$ cat config.mk
export PLATFORM = sky130hd
export DESIGN_NAME = serial_word_receiver
export DESIGN_NICKNAME = d
export VERILOG_FILES = /design/src/rtl/swr_pkg.sv /design/src/rtl/swr_frame_fsm.sv /design/src/rtl/swr_hold_reg.sv /design/src/rtl/serial_word_receiver.sv
export SDC_FILE = /design/constraint.sdc
export NUM_CORES = 1
export LEC_CHECK = 0
export ABC_AREA = 1
export BUFFER_PORTS_ARGS = -buffer_cell sky130_fd_sc_hd__buf_4
export CAP_MARGIN = 10
export CORE_MARGIN = 2
export CORE_UTILIZATION = 25
export CTS_BUF_LIST = sky130_fd_sc_hd__clkbuf_4
export DETAILED_ROUTE_END_ITERATION = 12
export PLACE_DENSITY = 0.39
export SETUP_SLACK_MARGIN = 0.5
export SLEW_MARGIN = 40
export SYNTH_ARGS = -nofsm -noshare
export SYNTH_HDL_FRONTEND = slang
export SYNTH_SLANG_ARGS = --single-unit
$ cat constraint.sdc
create_clock -name clk -period 2.1 [get_ports clk]
set_clock_uncertainty 0.2 [all_clocks]
set_input_delay 0.105 -clock clk [delete_from_list [all_inputs] [get_ports clk]]
set_output_delay 0.105 -clock clk [all_outputs]
set_load 0.02 [all_outputs]
$ cat src/rtl/swr_pkg.sv
package swr_pkg;
  localparam int WORD_W = 8;

  typedef enum logic [2:0] {
    RX_IDLE,
    RX_START,
    RX_DATA,
    RX_PAR,
    RX_STOP
  } rx_state_e;

  // number of data bits for a length select code
  function automatic logic [3:0] word_bits(input logic [1:0] sel);
    return 4'd5 + {2'b00, sel};
  endfunction

  // parity bit the receiver expects for a right-justified word
  function automatic logic want_parity(input logic [WORD_W-1:0] w,
                                       input logic even, input logic stick);
    if (stick) return ~even;
    return even ? ^w : ~^w;
  endfunction
endpackage

$ cat src/rtl/swr_frame_fsm.sv
module swr_frame_fsm
  import swr_pkg::*;
#(
  parameter int OSR = 16
) (
  input  logic              clk,
  input  logic              rst_n,
  input  logic              tick,
  input  logic              rxd,
  input  logic [1:0]        wlen_sel,
  input  logic              par_en,
  input  logic              par_even,
  input  logic              par_stick,
  output logic              frame_end,
  output logic [WORD_W-1:0] word,
  output logic              perr,
  output logic              ferr
);
  localparam int CNTW = $clog2(OSR);
  localparam int HALF = OSR / 2;
  localparam int IDXW = $clog2(WORD_W);

  rx_state_e         st;
  logic [CNTW-1:0]   cnt;
  logic [IDXW-1:0]   idx;
  logic [WORD_W-1:0] sh;
  logic              pbit;
  logic              line_prev;
  logic [3:0]        l_nbits;
  logic              l_pen, l_even, l_stick;
  logic              at_full, at_half;

  assign at_full   = (cnt == CNTW'(OSR - 1));
  assign at_half   = (cnt == CNTW'(HALF - 1));
  assign frame_end = tick && (st == RX_STOP) && at_full;
  assign word      = sh;
  assign ferr      = ~rxd;
  assign perr      = l_pen && (pbit != want_parity(sh, l_even, l_stick));

  always_ff @(posedge clk or negedge rst_n) begin
    if (!rst_n) begin
      st        <= RX_IDLE;
      cnt       <= '0;
      idx       <= '0;
      sh        <= '0;
      pbit      <= 1'b0;
      line_prev <= 1'b1;
      l_nbits   <= 4'd8;
      l_pen     <= 1'b0;
      l_even    <= 1'b0;
      l_stick   <= 1'b0;
    end else if (tick) begin
      line_prev <= rxd;
      unique case (st)
        RX_IDLE: begin
          if (line_prev && !rxd) begin
            st      <= RX_START;
            cnt     <= '0;
            idx     <= '0;
            sh      <= '0;
            l_nbits <= word_bits(wlen_sel);
            l_pen   <= par_en;
            l_even  <= par_even;
            l_stick <= par_stick;
          end
        end
        RX_START: begin
          if (at_half) begin
            cnt <= '0;
            st  <= rxd ? RX_IDLE : RX_DATA;
          end else begin
            cnt <= cnt + 1'b1;
          end
        end
        RX_DATA: begin
          if (at_full) begin
            cnt     <= '0;
            sh[idx] <= rxd;
            if (idx == IDXW'(l_nbits - 4'd1)) begin
              idx <= '0;
              st  <= l_pen ? RX_PAR : RX_STOP;
            end else begin
              idx <= idx + 1'b1;
            end
          end else begin
            cnt <= cnt + 1'b1;
          end
        end
        RX_PAR: begin
          if (at_full) begin
            cnt  <= '0;
            pbit <= rxd;
            st   <= RX_STOP;
          end else begin
            cnt <= cnt + 1'b1;
          end
        end
        RX_STOP: begin
          if (at_full) begin
            cnt <= '0;
            st  <= RX_IDLE;
          end else begin
            cnt <= cnt + 1'b1;
          end
        end
        default: st <= RX_IDLE;
      endcase
    end
  end

  AST_NO_STEP_WITHOUT_TICK: assert property (@(posedge clk) disable iff (!rst_n)
    !tick |=> ($stable(st) && $stable(cnt) && $stable(idx)));
  AST_GLITCH_RETURNS_IDLE: assert property (@(posedge clk) disable iff (!rst_n)
    (st == RX_START && tick && at_half && rxd) |=> (st == RX_IDLE));
  AST_UPPER_BITS_CLEAR: assert property (@(posedge clk) disable iff (!rst_n)
    frame_end |-> ((word >> l_nbits) == '0));
endmodule

$ cat src/rtl/swr_hold_reg.sv
module swr_hold_reg #(
  parameter int DW = 8
) (
  input  logic          clk,
  input  logic          rst_n,
  input  logic          load,
  input  logic [DW-1:0] in_word,
  input  logic          in_perr,
  input  logic          in_ferr,
  input  logic          ready,
  output logic          valid,
  output logic [DW-1:0] data,
  output logic          perr,
  output logic          ferr,
  output logic          ovr
);
  logic take;
  assign take = valid && ready;

  always_ff @(posedge clk or negedge rst_n) begin
    if (!rst_n) begin
      valid <= 1'b0;
      data  <= '0;
      perr  <= 1'b0;
      ferr  <= 1'b0;
      ovr   <= 1'b0;
    end else if (load) begin
      valid <= 1'b1;
      data  <= in_word;
      perr  <= in_perr;
      ferr  <= in_ferr;
      ovr   <= valid && !ready;
    end else if (take) begin
      valid <= 1'b0;
      ovr   <= 1'b0;
    end
  end

  AST_HOLD_STEADY: assert property (@(posedge clk) disable iff (!rst_n)
    (valid && !ready && !load) |=> (valid && $stable(data) && $stable(perr) && $stable(ferr)));
  AST_LOAD_SETS_VALID: assert property (@(posedge clk) disable iff (!rst_n)
    load |=> valid);
  AST_OVR_ON_LOSS: assert property (@(posedge clk) disable iff (!rst_n)
    (load && valid && !ready) |=> ovr);
  AST_TAKE_EMPTIES: assert property (@(posedge clk) disable iff (!rst_n)
    (take && !load) |=> (!valid && !ovr));
endmodule

$ cat src/rtl/serial_word_receiver.sv
module serial_word_receiver
  import swr_pkg::*;
#(
  parameter int OSR = 16
) (
  input  logic              clk,
  input  logic              rst_n,
  input  logic              os_tick,
  input  logic              rxd,
  input  logic [1:0]        wlen_sel,
  input  logic              par_en,
  input  logic              par_even,
  input  logic              par_stick,
  output logic              out_valid,
  input  logic              out_ready,
  output logic [WORD_W-1:0] out_data,
  output logic              out_perr,
  output logic              out_ferr,
  output logic              out_overrun
);
  logic              f_end, f_perr, f_ferr;
  logic [WORD_W-1:0] f_word;

  swr_frame_fsm #(.OSR(OSR)) i_fsm (
    .clk       (clk),
    .rst_n     (rst_n),
    .tick      (os_tick),
    .rxd       (rxd),
    .wlen_sel  (wlen_sel),
    .par_en    (par_en),
    .par_even  (par_even),
    .par_stick (par_stick),
    .frame_end (f_end),
    .word      (f_word),
    .perr      (f_perr),
    .ferr      (f_ferr)
  );

  swr_hold_reg #(.DW(WORD_W)) i_hold (
    .clk     (clk),
    .rst_n   (rst_n),
    .load    (f_end),
    .in_word (f_word),
    .in_perr (f_perr),
    .in_ferr (f_ferr),
    .ready   (out_ready),
    .valid   (out_valid),
    .data    (out_data),
    .perr    (out_perr),
    .ferr    (out_ferr),
    .ovr     (out_overrun)
  );
endmodule

# Word-level counts from Yosys, hierarchy flattened
# Cells that the tools add are included.
[totals]
elab_cells = 88
out_inout_bits = 12
ff_bits = 38
in_bits = 10
[op_classes]
n_eq_ne = 14
n_reduce_logical = 21
n_mux = 30
addsub = 4
order_cmp = 2
bitwise_logic = 2
[op_table]
columns = ["cell", "n"]
rows = [
  ["$mux W3", 10],
  ["$mux W8", 2],
  ["$pmux W8 S2", 1],
  ["$pmux W3 S5", 1],
  ["$mux W4", 3],
  ["$ne A2 B1 Y1 const B", 6],
  ["$pmux W4 S3", 1],
  ["$reduce_and A3 Y1", 3],
  ["$bwmux W8", 1],
  ["$mux W1", 8],
  ["$reduce_xnor A8 Y1", 1],
  ["$reduce_xor A8 Y1", 1],
  ["$logic_and A1 B1 Y1", 7],
  ["$reduce_and A7 Y1", 1],
  ["$eq A3 B2 Y1 const B", 2],
  ["$pmux W3 S2", 1],
  ["$add A4 B1 Y4 const B", 1],
  ["$eq A4 B3 Y1 const B", 1],
  ["$eq A4 B4 Y1 const B", 1],
  ["$lt A3 B4 Y1 const B", 1],
  ["$reduce_and A4 Y1", 1],
  ["$reduce_bool A2 Y1", 2],
  ["$add A3 B1 Y3 const B", 1],
  ["$add A3 B2 Y3 const A", 1],
  ["other kinds (13)", 15],
]

# Longest topological paths before layout
[logic_depth]
word_depth = 7
depth_mapped = 11
depth_no_buf = 10

# Cells and area by module
# A second synthesis with hierarchy kept.
[hier_totals]
cells_unflattened = 281
area_unflattened_um2 = 2113.3
[modules_own_cells]
columns = ["module", "cells_per_inst", "area_each_um2", "seq_area_each_um2", "instances"]
rows = [
  ["swr_frame_fsm", 229, 1649.1, 651.9, 1],
  ["swr_hold_reg", 52, 464.2, 300.3, 1],
]

# Least setup slack after synthesis
# No wires, ideal clock.
[synth_path]
path_kind = "register -> register"
start = "register i_fsm.l_nbits[0]"
end = "register i_fsm.st[2]"
required_time_ps = 1783
slack_ps = 485
path_stages_with_launch = 9
arrival_time_ps = 1299
synth_period_minus_slack_ps = 1615
cell_sequence = "dfrtp_1 > inv_1 > ha_1 > xor2_1 > o21ai_0 > o21ai_1 > nand3_2 > nand2_1 > nand2_1"
[synth_via]
elab_chain_len = 4
[synth_rtl]
columns = ["item", "line_no", "rtl"]
rows = [
  ["start, declared", "swr_frame_fsm.sv:29", "logic [3:0] l_nbits;"],
  ["start signal, assigned", "swr_frame_fsm.sv:61", "l_nbits <= word_bits(wlen_sel);"],
  ["$sub A3 B1 Y3", "swr_frame_fsm.sv:79", "if (idx == IDXW'(l_nbits - 4'd1)) begin"],
  ["$eq A3 B3 Y1", "swr_frame_fsm.sv:79", ""],
  ["$ne A2 B1 Y1 (no line)", "--", ""],
  ["$reduce_and A7 Y1 (no line)", "--", ""],
  ["end signal, assigned", "swr_frame_fsm.sv:70", "st <= rxd ? RX_IDLE : RX_DATA;"],
  ["end signal, assigned", "swr_frame_fsm.sv:81", "st <= l_pen ? RX_PAR : RX_STOP;"],
  ["end, declared", "swr_frame_fsm.sv:23", "rx_state_e st;"],
]
# Every way passes these cells.
# A chain may end at the register's enable or synchronous reset.

# Worst setup path in the final report
[layout_path]
start = "register i_fsm.line_prev"
end = "register i_fsm.st[2]"
[layout_via]
elab_chain_len = 3
[layout_rtl]
columns = ["item", "line_no", "rtl"]
rows = [
  ["start, declared", "swr_frame_fsm.sv:28", "logic line_prev;"],
  ["start signal, assigned", "swr_frame_fsm.sv:53", "line_prev <= rxd;"],
  ["$logic_and A1 B1 Y1", "swr_frame_fsm.sv:56", "if (line_prev && !rxd) begin"],
  ["$ne A2 B1 Y1 (no line)", "--", ""],
  ["$reduce_and A7 Y1 (no line)", "--", ""],
]
# Every way passes these cells.

==> flow_metrics.tcl <==
set metrics [dict create \
    dieHeight_um 97.2 \
    post-place-cells 409 \
    synthesis.area_sq_mm 0.00217 \
    max-vdd-ir-drop_mv 0.532 \
    p_per_area_mw_per_mm2 1070 \
    worstSetupPathType "register to register" \
    portBuffers 21 \
    tns_ns 0 \
    num-nets-final 359 \
    core-area_sq_mm 0.00855 \
    wl_per_cell_um 12.4 \
    leakagePower_nw 1.47 \
    core.rowCount 34 \
    vias 1992 \
    ant_nets 0 \
    post-route-drc-count 0 \
    ys_seq_area_share_pct 43.8 \
    worst_pin_slew_ns 0.509 \
    area_delta_synth_final_pct 42.1 \
    fin_crit_ns 1.70 \
    max_freq_ghz 0.587 \
    clkTransAtPathRegs_ns 0.12 \
    synth_flop_cell "dfrtp_1" \
    ys_types 28 \
    yosysTopAreaCell "dfrtp_1" \
    crit_required_ns 2.21 \
    fin_cells 454 \
    fp.dieArea_sq_mm 0.00945 \
    die_w_um 97.2 \
    ys_seq_elements 38 \
    vias_per_cell 4.39 \
    setup_viol 0 \
    grt_pass1_wl_um 9280 \
    dr.pass1.iters 4 \
    post-route-period-util_pct 81.2 \
    arrival_ns 1.81 \
    synth_nets 299 \
    grt_util_all_layers_pct 11.9 \
    gp_congestion 0.828 \
    status "finished clean" \
    cts_tree "done" \
    dp_hpwl_um 3550 \
    max_slew_margin_pct 66.1 \
    io_pins 22 \
    numClockSinks 38 \
    wl_um 5640 \
    grt-ovfl-total 0 \
    synth.top_cell.area_share_pct 42.6 \
    yosysWarnings 0 \
    grt_max_degree 39 \
    synthArstFlopShare_pct 100 \
    drive_gt1_share_pct 35.3 \
    synthCells 285 \
    root_buffer "clkbuf_4" \
    synthTopCellsByCount "nand2_1, dfrtp_1, nor2_1" \
    post-route-util_pct 36.1 \
    cts.htree.levels 2 \
    rsz0062_at_grt "true" \
    synth_most_common_cell "nand2_1" \
    clk_latency_ns 0.36 \
    postSynthAreaPerCell_sq_um 7.62 \
    diodes 0 \
    hold_viol 0 \
    drt_iter0_markers 72 \
    start_util_pct 25.4 \
    grt_pass1_vias 1935 \
    worstPathMaxFanout 3 \
    maxSlewViolCount 0 \
    total_power_mw 3.29 \
    ctsLongestPathBuffers 2 \
    cts_buffers 5 \
    synth_edf_count 0 \
    cp-end-kind "register" \
    synth.area.top_cells "dfrtp_1, nand2_1, nor2_1" \
    max_cap_viol_count 0 \
    crit_path_start_kind "register" \
    hold_class "input port to async pin" \
    antenna_found_initial 0 \
]
## worst max-delay path: stages, from the launching register on
cell	delay [ns]
dfstp_2	0.56
inv_2	0.05
o21ai_2	0.12
nand2_2	0.08
nor2_4	0.18
buf_6	0.16
nand2_4	0.06
nor2_4	0.09
nand2_1	0.07
nand2_1	0.08
## sequential cells by signal (all words and copies together) (netlist names)
signal and flops:
i_fsm.l_nbits 3, i_fsm.word 8, i_fsm.pbit 1, i_fsm.idx 3, i_hold.perr 1, i_hold.ovr 1
i_fsm.l_stick 1, i_hold.valid 1, i_fsm.cnt 4, i_fsm.l_even 1, i_fsm.st 3, i_hold.data 8
i_hold.ferr 1, i_fsm.l_pen 1, i_fsm.line_prev 1
## layer usage
metal  share of wire (%)  up-vias  GRT usage (%)
li1                    -     1028              -
met1                  45      910           15.1
met2                  50       42           20.1
met3                 4.3       12           2.95
met4                 1.5        0           3.85
met5                   0        -              0
## repair_timing
item	in CTS	in global routing
resized for setup	22	36
setup endpoints to repair	34	34
cloned	2	1
buffers inserted	19	6
pin swaps	13	17
hold buffers	9	0
endpoints found under the hold margin	50	0
## worst paths after layout
kind,startpoint,to,slack (ns),depth (start not counted)
max,i_fsm.line_prev,i_fsm.st[2],0.40,9
min,rst_n,i_hold.data[6],0.04,2
max reg2reg,i_fsm.line_prev,i_fsm.st[2],0.40,9
min reg2reg,i_hold.perr,i_hold.perr,0.30,2
max in group asynchronous,rst_n,i_fsm.cnt[2],1.29,2
min in group clk,wlen_sel[0],i_fsm.l_nbits[0],0.25,3
## cells in the final DEF, fill, tap and decap left out, drive strengths merged
cell         instances
o21ai               32
xor2                 4
o22ai                1
nor2                34
clkinvlp             1
xnor2                1
inv                 31
dlygate4sd3          9
nor3                 9
nand2               95
dfstp                1
mux2                 1
a31o                 1
nand3               16
a31oi                2
a21oi                7
ha                   4
bufinv               2
dfrtp               37
clkinv               1
nand4                1
buf                 51
clkbuf               5
## cell families after synthesis
| kind of cell | count (synthesis) | synth area share [%] |
|---|---|---|
| simple gates | 155 | 31.5 |
| flops | 38 | 43.8 |
| mux | 1 | 0.518 |
| fa+ha+maj | 4 | 2.30 |
| xor+xnor | 5 | 2.02 |
| buf+inv | 40 | 7.95 |
| compound gates | 42 | 11.9 |
## stage by stage
step | worst slack [ns] | hold WS [ns] | cell area [sq um]
finish | 0.396 | 0.0447 | 3090
global route | 0.313 | 0.0894 | 3090
CTS | 0.414 | 0.0697 | 2890
detailed placement | 0.198 | -0.0725 | 2440
global placement | 0.236 | -0.0694 | 2440
floorplan | 0.510 | -0.391 | 2170
## layout make-up
cell class / count / area [sq um]
Multi-Input combinational cell: 208 / 1240
Fill cell: 882 / 5470
Timing Repair Buffer: 60 / 532
Clock buffer: 5 / 37.5
Tap cell: 108 / 135
Inverter: 32 / 124
Clock inverter: 3 / 63.8
Sequential cell: 38 / 953
## power breakdown
group	switching [mW]	internal, mW
registers	0.130	0.854
logic	0.929	0.740
clock network	0.268	0.367
(Power assumes the default switching activity.)
